## config.mk

```make
export PLATFORM = sky130hd
export DESIGN_NAME = ts_regport
export DESIGN_NICKNAME = d
export VERILOG_FILES = /design/src/rtl/ts_pkg.sv /design/src/rtl/ts_reg_bank.sv /design/src/rtl/ts_frame_seq.sv /design/src/rtl/ts_rd_mux.sv /design/src/rtl/ts_regport.sv
export SDC_FILE = /design/constraint.sdc
export NUM_CORES = 1
export LEC_CHECK = 0
export BUFFER_PORTS_ARGS = -buffer_cell sky130_fd_sc_hd__buf_2
export CORE_MARGIN = 4
export CORE_UTILIZATION = 60
export DETAILED_ROUTE_END_ITERATION = 12
export HOLD_SLACK_MARGIN = 0.12
export PLACE_DENSITY = 0.88
export SLEW_MARGIN = 25
export SYNTH_ARGS = -nofsm -noshare
export SYNTH_HDL_FRONTEND = slang
export SYNTH_HIERARCHICAL = 1
export SYNTH_SLANG_ARGS = --single-unit
export TNS_END_PERCENT = 50
```

## constraint.sdc

```tcl
create_clock -name clk -period 4.2 [get_ports clk]
set_input_delay 0.84 -clock clk [delete_from_list [all_inputs] [get_ports clk]]
set_output_delay 0.84 -clock clk [all_outputs]
set_load 0.1 [all_outputs]
```

## src/rtl/ts_pkg.sv

```systemverilog
// Shared constants and helpers for the time-stamp register port.
// Assumes an 8-bit data path and a 24-byte window; the offsets below
// are behavioural (side effects hang off them) and must not move.
package ts_pkg;

    localparam int DW = 8;

    // Offsets inside the window
    localparam int OFS_STAT = 8;   // status byte, forced by a port write
    localparam int OFS_LINK = 9;   // write rewinds the frame
    localparam int OFS_PORT = 10;  // sequenced data port
    localparam int OFS_CTRL = 11;  // readback masked
    localparam int OFS_ACC  = 6;   // fold target
    localparam int OFS_FOLD = 7;   // fold trigger

    localparam logic [DW-1:0] CTRL_MASK = 8'h0C;
    localparam logic [DW-1:0] STAT_SET  = 8'h80;

    // Frame positions carrying non-zero content
    localparam int FR_ONE_A = 5;
    localparam int FR_ONE_B = 6;
    localparam int FR_SEC   = 10;
    localparam int FR_MIN   = 11;
    localparam int FR_HR    = 12;

    typedef struct packed {
        logic [DW-1:0] hr;
        logic [DW-1:0] mn;
        logic [DW-1:0] sc;
    } tod_t;

    // Offsets that store written data plainly
    function automatic bit is_stored(input int off);
        case (off)
            0, 1, 2, 3, 4, 9, 11, 12, 15, 17: return 1'b1;
            default:                          return 1'b0;
        endcase
    endfunction

    // Offsets that return their register contents directly
    function automatic bit is_readable(input int off);
        case (off)
            0, 1, 2, 4, 6, 7, 8, 12, 14, 15, 17: return 1'b1;
            default:                             return 1'b0;
        endcase
    endfunction

endpackage

```

## src/rtl/ts_reg_bank.sv

```systemverilog
// Register storage for the window. One generate branch per offset picks
// plain storage, the status byte, the fold pair or no storage at all.
// Assumes at most one write per cycle, already qualified by the window.
module ts_reg_bank
    import ts_pkg::*;
#(
    parameter int WIN = 24,
    localparam int OW = $clog2(WIN)
) (
    input  logic          clk,
    input  logic          rst_n,
    input  logic          wr_stb,
    input  logic [OW-1:0] wr_off,
    input  logic [DW-1:0] wdata,
    output logic [DW-1:0] rf [WIN]
);

    for (genvar g = 0; g < WIN; g++) begin : g_reg
        localparam logic [OW-1:0] ME = OW'(g);
        if (g == OFS_STAT) begin : g_stat
            // Status byte: set by a write to the data port
            always_ff @(posedge clk) begin
                if (!rst_n)                                   rf[g] <= '0;
                else if (wr_stb && wr_off == OW'(OFS_PORT))   rf[g] <= STAT_SET;
            end
        end else if (g == OFS_ACC) begin : g_acc
            // Fold target: plain write or folded from the trigger register
            always_ff @(posedge clk) begin
                if (!rst_n)                                   rf[g] <= '0;
                else if (wr_stb && wr_off == ME)              rf[g] <= wdata;
                else if (wr_stb && wr_off == OW'(OFS_FOLD))
                    rf[g] <= rf[OFS_FOLD] - (rf[g] >> 1);
            end
        end else if (g == OFS_FOLD) begin : g_fold
            // Fold trigger: data ignored, own value halves
            always_ff @(posedge clk) begin
                if (!rst_n)                                   rf[g] <= '0;
                else if (wr_stb && wr_off == ME)              rf[g] <= rf[g] >> 1;
            end
        end else if (is_stored(g)) begin : g_plain
            // Plain configuration byte
            always_ff @(posedge clk) begin
                if (!rst_n)                                   rf[g] <= '0;
                else if (wr_stb && wr_off == ME)              rf[g] <= wdata;
            end
        end else begin : g_none
            assign rf[g] = '0;
        end
    end

endmodule

```

## src/rtl/ts_frame_seq.sv

```systemverilog
// Frame sequencer for the data port: holds the position, captures the
// time of day at position 0 and forms the byte for the current position.
// Assumes rewind and step are never wanted together; rewind wins.
module ts_frame_seq
    import ts_pkg::*;
#(
    parameter int FRAME_LEN = 18,
    localparam int IW = $clog2(FRAME_LEN)
) (
    input  logic          clk,
    input  logic          rst_n,
    input  logic          step,
    input  logic          rewind,
    input  tod_t          tod_in,
    output logic [IW-1:0] idx,
    output logic [DW-1:0] frame_byte
);

    localparam logic [IW-1:0] LAST = IW'(FRAME_LEN - 1);

    tod_t held;

    // Position counter: rewind, or advance once per port read
    always_ff @(posedge clk) begin
        if (!rst_n)      idx <= '0;
        else if (rewind) idx <= '0;
        else if (step)   idx <= (idx == LAST) ? '0 : idx + 1'b1;
    end

    // Time holding registers, loaded on the first read of a frame
    always_ff @(posedge clk) begin
        if (!rst_n)                  held <= '0;
        else if (step && idx == '0)  held <= tod_in;
    end

    // Content of the current position
    always_comb begin
        case (int'(idx))
            FR_ONE_A, FR_ONE_B: frame_byte = 8'h01;
            FR_SEC:             frame_byte = held.sc;
            FR_MIN:             frame_byte = held.mn;
            FR_HR:              frame_byte = held.hr;
            default:            frame_byte = 8'h00;
        endcase
    end

endmodule

```

## src/rtl/ts_rd_mux.sv

```systemverilog
// Read path: selects the addressed byte, applies the readback mask and
// falls back to open bus, then registers the result for one-cycle latency.
module ts_rd_mux
    import ts_pkg::*;
#(
    parameter int WIN = 24,
    localparam int OW = $clog2(WIN)
) (
    input  logic          clk,
    input  logic          rst_n,
    input  logic          rd_stb,
    input  logic          in_win,
    input  logic [OW-1:0] off,
    input  logic [DW-1:0] rf [WIN],
    input  logic [DW-1:0] frame_byte,
    input  logic [DW-1:0] open_bus,
    output logic [DW-1:0] rdata
);

    logic [DW-1:0] sel;

    // Byte selection by offset
    always_comb begin
        sel = open_bus;
        if (in_win) begin
            for (int i = 0; i < WIN; i++) begin
                if (off == OW'(i)) begin
                    if (i == OFS_PORT)      sel = frame_byte;
                    else if (i == OFS_CTRL) sel = rf[i] & ~CTRL_MASK;
                    else if (is_readable(i)) sel = rf[i];
                end
            end
        end
    end

    // Output register, loaded only on a read strobe
    always_ff @(posedge clk) begin
        if (!rst_n)      rdata <= '0;
        else if (rd_stb) rdata <= sel;
    end

endmodule

```

## src/rtl/ts_regport.sv

```systemverilog
// Top of the time-stamp register port: decodes the window, drives the
// register bank, the frame sequencer and the registered read path.
// Assumes rd_en and wr_en are never high in the same cycle.
module ts_regport
    import ts_pkg::*;
#(
    parameter int          ADDR_W    = 16,
    parameter logic [15:0] BASE_ADDR = 16'h2188,
    parameter int          FRAME_LEN = 18
) (
    input  logic              clk,
    input  logic              rst_n,
    input  logic [ADDR_W-1:0] addr,
    input  logic              rd_en,
    input  logic              wr_en,
    input  logic [7:0]        wdata,
    input  logic [7:0]        hour,
    input  logic [7:0]        minute,
    input  logic [7:0]        second,
    input  logic [7:0]        open_bus,
    output logic [7:0]        rdata
);

    localparam int WIN = 24;
    localparam int OW  = $clog2(WIN);
    localparam int IW  = $clog2(FRAME_LEN);

    logic [ADDR_W-1:0] rel;
    logic              in_win;
    logic [OW-1:0]     off;
    logic [DW-1:0]     rf [WIN];
    logic [IW-1:0]     frame_idx;
    logic [DW-1:0]     frame_byte;
    tod_t              tod_in;

    // Window decode
    assign rel    = addr - ADDR_W'(BASE_ADDR);
    assign in_win = (addr >= ADDR_W'(BASE_ADDR)) && (rel < ADDR_W'(WIN));
    assign off    = rel[OW-1:0];
    assign tod_in = '{hr: hour, mn: minute, sc: second};

    ts_reg_bank #(.WIN(WIN)) u_bank (
        .clk    (clk),
        .rst_n  (rst_n),
        .wr_stb (wr_en && in_win),
        .wr_off (off),
        .wdata  (wdata),
        .rf     (rf)
    );

    ts_frame_seq #(.FRAME_LEN(FRAME_LEN)) u_seq (
        .clk        (clk),
        .rst_n      (rst_n),
        .step       (rd_en && in_win && off == OW'(OFS_PORT)),
        .rewind     (wr_en && in_win && off == OW'(OFS_LINK)),
        .tod_in     (tod_in),
        .idx        (frame_idx),
        .frame_byte (frame_byte)
    );

    ts_rd_mux #(.WIN(WIN)) u_rd (
        .clk        (clk),
        .rst_n      (rst_n),
        .rd_stb     (rd_en),
        .in_win     (in_win),
        .off        (off),
        .rf         (rf),
        .frame_byte (frame_byte),
        .open_bus   (open_bus),
        .rdata      (rdata)
    );

endmodule

```

* Word-level counts from Yosys, hierarchy flattened
Cells that the tools add are included.
Storage, ports and cells: input bits 60, flip-flop bits (word level) 126, output and inout port bits 8
Cells by class: magnitude comparators 2, bitwise operators 1, reductions and logical operators 23, $add $sub $neg 3, equal/unequal tests 29, multiplexer cells 100
Operator list (number):
- 8-bit 2-to-1 mux | 54
- 5-bit by 4-bit == test with 1-bit output, second input constant | 11
- 5-bit == test, second input constant | 9
- 1-bit 2-to-1 mux | 44
- 8-bit case mux with 4 select lines | 1
- 5-bit by 3-bit == test with 1-bit output, second input constant | 6
- 1-bit logical AND | 18
- 16-bit by 14-bit greater-or-equal comparator with 1-bit output, second input constant | 1
- 16-bit by 5-bit < comparator with 1-bit output, second input constant | 1
- 16-bit by 14-bit subtractor with 16-bit output, second input constant | 1
- 5-bit by 2-bit == test with 1-bit output, second input constant | 2
- 5-bit zero test | 2
- 1-bit by 7-bit subtractor with 8-bit output, first input constant | 1
- 5-bit by 1-bit adder with 5-bit output, second input constant | 1
- 5-bit by 1-bit == test with 1-bit output, second input constant | 1
- 5-bit 2-to-1 mux | 1
- 2-bit OR reduction | 2
- 2-bit nonzero test | 1
- 1-bit inverter | 1

* Logic depth before layout (Yosys ltp)
depth after elaboration 56, depth in mapped cells 14

* Cells and area by module
Netlist, hierarchy kept.
By module, submodules not included:
- ts_reg_bank | cells each 494, area each 4443.0 um^2, seq. area each 1781.7 um^2, instances 1
- ts_rd_mux | cells each 299, area each 2021.9 um^2, seq. area each 160.2 um^2, instances 1
- ts_frame_seq | cells each 158, area each 1422.6 um^2, seq. area each 580.6 um^2, instances 1
- ts_regport | cells each 36, area each 242.7 um^2, seq. area each 0.0 um^2, instances 1

* Least setup slack after synthesis
No wires, ideal clock.
path type input to register, start point input port addr[3], end point register u_rd.rdata[5], stages 14, required time 4080 ps, data arrival time 3288 ps, library setup time 120 ps, path buffers 2, setup slack 792 ps, path through inv_1 -> ha_1 -> nor3b_1 -> o21ai_0 -> a21o_2 -> a221oi_2 -> and2_1 -> clkbuf_1 -> inv_1 -> clkbuf_1 -> nor4_1 -> o2bb2ai_1 -> o2111ai_1 -> nor2_1
On the way: elaborated cells between the ends (all ways) 79, those cells by class add/sub (1); order compare (2); eq/ne (23); mux (51); reduce/logical (2)
RTL lines:
- from (decl) | line ts_regport.sv:13 | input logic [ADDR_W-1:0] addr,
- 16-bit by 14-bit subtractor with 16-bit output | line ts_regport.sv:37 | assign rel = addr - ADDR_W'(BASE_ADDR);
- 16-bit by 5-bit < comparator with 1-bit output | line ts_regport.sv:38 | assign in_win = (addr >= ADDR_W'(BASE_ADDR)) && (rel < ADDR_W'(WIN));
- 1-bit logical AND * | line ts_regport.sv:38
- named net in_win | line ts_regport.sv:29 | logic in_win;
- 8-bit 2-to-1 mux * | line ts_rd_mux.sv:25 | if (in_win) begin
- to (signal assigned) | line ts_rd_mux.sv:39 | else if (rd_stb) rdata <= sel;
- to (decl) | line ts_rd_mux.sv:17 | output logic [DW-1:0] rdata
Mark *: on every way through the listed nets, which the timed path passes. The rest lies on a longest branch. The select of a mux whose other input is x is not followed. A chain may end at the register's enable or synchronous reset.

* Worst setup path in the final report
start point input port addr[4], end point register u_bank/rf[136] (netlist bit)
On the way: cells in the longest elaborated chain, start to end 6, elaborated cells between the ends (all ways) 11, those cells by class add/sub (1); order compare (2); eq/ne (2); mux (1); reduce/logical (5)
Ends and longest elaborated chain:
- 16-bit by 14-bit subtractor with 16-bit output | line ts_regport.sv:37
- 16-bit by 5-bit < comparator with 1-bit output | line ts_regport.sv:38
- 1-bit logical AND | line ts_regport.sv:38
- 1-bit logical AND | line ts_regport.sv:45 | .wr_stb (wr_en && in_win),
- 1-bit logical AND (on tied branches) | line ts_reg_bank.sv:30, ts_reg_bank.sv:31
- 8-bit 2-to-1 mux / 2-bit nonzero test (equally long branches)
- to (signal, indexed assignment) | line ts_reg_bank.sv:30 | else if (wr_stb && wr_off == ME) rf[g] <= wdata;
- to (signal, indexed assignment) | line ts_reg_bank.sv:32 | rf[g] <= rf[OFS_FOLD] - (rf[g] >> 1);
- to (decl) | line ts_reg_bank.sv:15 | output logic [DW-1:0] rf [WIN]
Several ways; a longest one is shown, not always the timed one.

==> results by group <==
Synthesis
  • Post-Syn Area: 6860 µm²
  • Avg Cell Area, Syn: 8.15 µm²
  • Syn Inst Count: 842
  • Synth Warn #: 6

Finish
  • Fillers: 884
  • NumNets Final: 929
  • Antenna diodes: 0
  • Area Overhead vs Synth: 7.46%
  • Non-filler cells, final: 1008
  • Share of cells above drive strength 1: 14.4%
  • FF+latch area: 2160 µm²
  • Multi-input gate area: 4170 µm²

Clocking
  • Setup bufs post-CTS: 0
  • Post-CTS sizing: 0
  • H-tree Lvls: 3
  • Worst-path clk slew: 0.07 ns
  • Clk buf depth: 2
  • Hold buffers post-CTS: 0
  • Clock root cell: clkbuf_16
  • Num Clock Sinks: 108
  • CTS tree: yes
  • CTS buffer count: 9
  • Worst skew pair latency: 0.36 ns

Timing
  • RSZ-0062 raised after global routing: false
  • Slew Limit Fails: 0
  • Clock skew: 0.00600 ns
  • Worst-Margin Slew: 0.827 ns
  • Slew headroom: 44.8%
  • F_max: 298 MHz
  • Period utilisation layout: 80.0%
  • Setup_tns: 0 ns
  • Hold Vio Cnt, Final: 0
  • Hold slack: 0.461 ns
  • Final setup violation count: 0
  • Min Tclk post-route: 3.36 ns

Placement
  • Final HPWL DP: 13200 µm
  • Port Buf Inserts: 67
  • Placer Congestion: 0.990
  • Placed cells: 992

Setup path
  • Reg2reg setup slack: 1.46 ns
  • Crit Path Max Fanout: 13
  • Kind of start point of the critical path: input port
  • Worst path bufs/invs: 1
  • Worst EP required: 4.48 ns
  • Cell family with most CP delay: simple AND/OR/NAND/NOR gates
  • Largest stage delay on the critical path: 0.45 ns
  • Critical path endpoint category: flip-flop
  • FF-to-FF Start: u_seq/idx[0]$_SDFFE_PP0P_
  • Slowest CP cell: and4bb_2
  • Critical Path AT: 3.64 ns
  • Critical Path, Cell by Cell: buf_2, or3_4, a311oi_2, o2111ai_1, a221oi_2, and3_1, and4bb_2, and2_0, o221ai_1, a21boi_0
  • Crit path launch: addr[4]
  • CP Class: input port to flip-flop

Global route
  • All-Layer GR Usage: 28.7%
  • Largest net degree at the start of global routing: 98
  • Vias in the first global route: 5959
  • Antenna violations before repair: 0
  • First-pass GRT wire length: 30200 µm
  • Grt ovf: 0

Floorplanning
  • Die Y: 115 µm
  • Starting Density: 62.2%
  • Die area: 13200 µm²
  • Core box area: 11000 µm²
  • Die width: 115 µm
  • Number of I/O pins: 68
  • # rows: 38

Power
  • Proportion of power drawn by the clock network: 40.6%
  • Total chip power: 2.31 mW
  • Net Sw Frac: 27.7%
  • Reg power frac: 44.7%
  • Power density over cell area: 313 nW/µm²
  • Worst vdd ir: 0.454 mV
  • Static Leak: 2.80 nW
  • Comb pwr share: 14.7%
  • Psw: 0.640 mW
  • Pint: 1.67 mW

Routing
  • Routed vias: 6526
  • Post-Route WL: 19200 µm
  • Vias/cell: 6.47
  • Drt wl/cell: 19.0 µm
  • DRC viols: 0
  • Final ANT Viol Nets: 0
  • DRT iter0 DRCs: 974
  • Number of detailed-route iterations in the first pass: 5

Flow run
  • Max_cap viols: 0

Hold path
  • Min-Delay Path Class: flip-flop to flip-flop
  • Hold Startpoint: u_seq/held[20]$_SDFFE_PN0P_

Outcome
  • Status: finished, final reports clean
==> cell usage in the layout (no fill, tap or decap), types with 7 or more instances in the layout <==
cell type and count:
a21boi_0 36, a21oi_1 33, a222oi_1 7, and3_1 7, buf_2 66, buf_4 14
clkbuf_16 9, conb_1 23, dfxtp_1 108, inv_1 21, mux2i_1 63, nand2_1 112
nand2b_1 11, nand3_1 43, nand4_1 9, nor2_1 30, nor2b_1 41, nor3_1 16
o211ai_1 7, o21ai_0 40, o21ai_1 11, o22ai_1 9, or3_1 7
==> per-layer routing <==
layer  GRT usage, %  part of all wire, %  vias to the layer above
li1               -                    -                     3011
met1           37.9                   41                     3019
met2           43.9                   45                      415
met3           6.95                   11                       81
met4           13.9                  4.2                        0
met5              0                    0                        -
==> registers in the layout (all words and copies together), names as in the netlist <==
signal,count
u_bank/rf,71
u_rd/rdata,8
u_seq/held,24
u_seq/idx,5
==> worst paths after layout <==
| path | to | cells past startpoint |
|---|---|---|
| worst min register to register | u_seq/held[20]$_SDFFE_PN0P_ | 2 |
| worst min-delay path | u_seq/held[20]$_SDFFE_PN0P_ | 2 |
| worst max register to register | u_rd/rdata[2]$_SDFFE_PN0P_ | 11 |
| worst max-delay path | u_bank/rf[136]$_SDFFE_PN0P_ | 10 |
==> power groups by stage <==
| stage | clock network (mW) | registers, mW | logic, mW |
|---|---|---|---|
| final | 0.936 | 1.03 | 0.339 |
| after global routing | 0.989 | 1.03 | 0.358 |
| after CTS | 0.950 | 1.03 | 0.327 |
| after detailed placement | 0 | 1.06 | 0.325 |
| after global placement | 0 | 1.06 | 0.324 |
| after floorplan | 0 | 1.10 | 0.200 |
==> cell type report <==
class | instances | share of cell area, %
timing repair buffer | 81 | 6.18
clock inverter | 7 | 1.41
multi-input combinational | 641 | 56.5
clock buffer | 9 | 3.06
sequential | 108 | 29.3
inverter | 22 | 1.12
tap | 140 | 2.38
==> tightest hold or removal path, cell delays in order (launching register included) <==
cell and delay, ns:
dfxtp_1 0.32, nand2_1 0.05, mux2i_1 0.05
==> stage by stage <==
stage | worst slack, ns | utilization, % | instance area [µm²]
final | 0.841 | 66.8 | 7370
after global routing | 0.630 | 66.8 | 7370
after CTS | 0.928 | 66.8 | 7370
after detailed placement | 0.584 | 63.8 | 7040
after global placement | 0.677 | 63.8 | 7040
after floorplan | 0.792 | - | 6940
(Power assumes the default switching activity.)
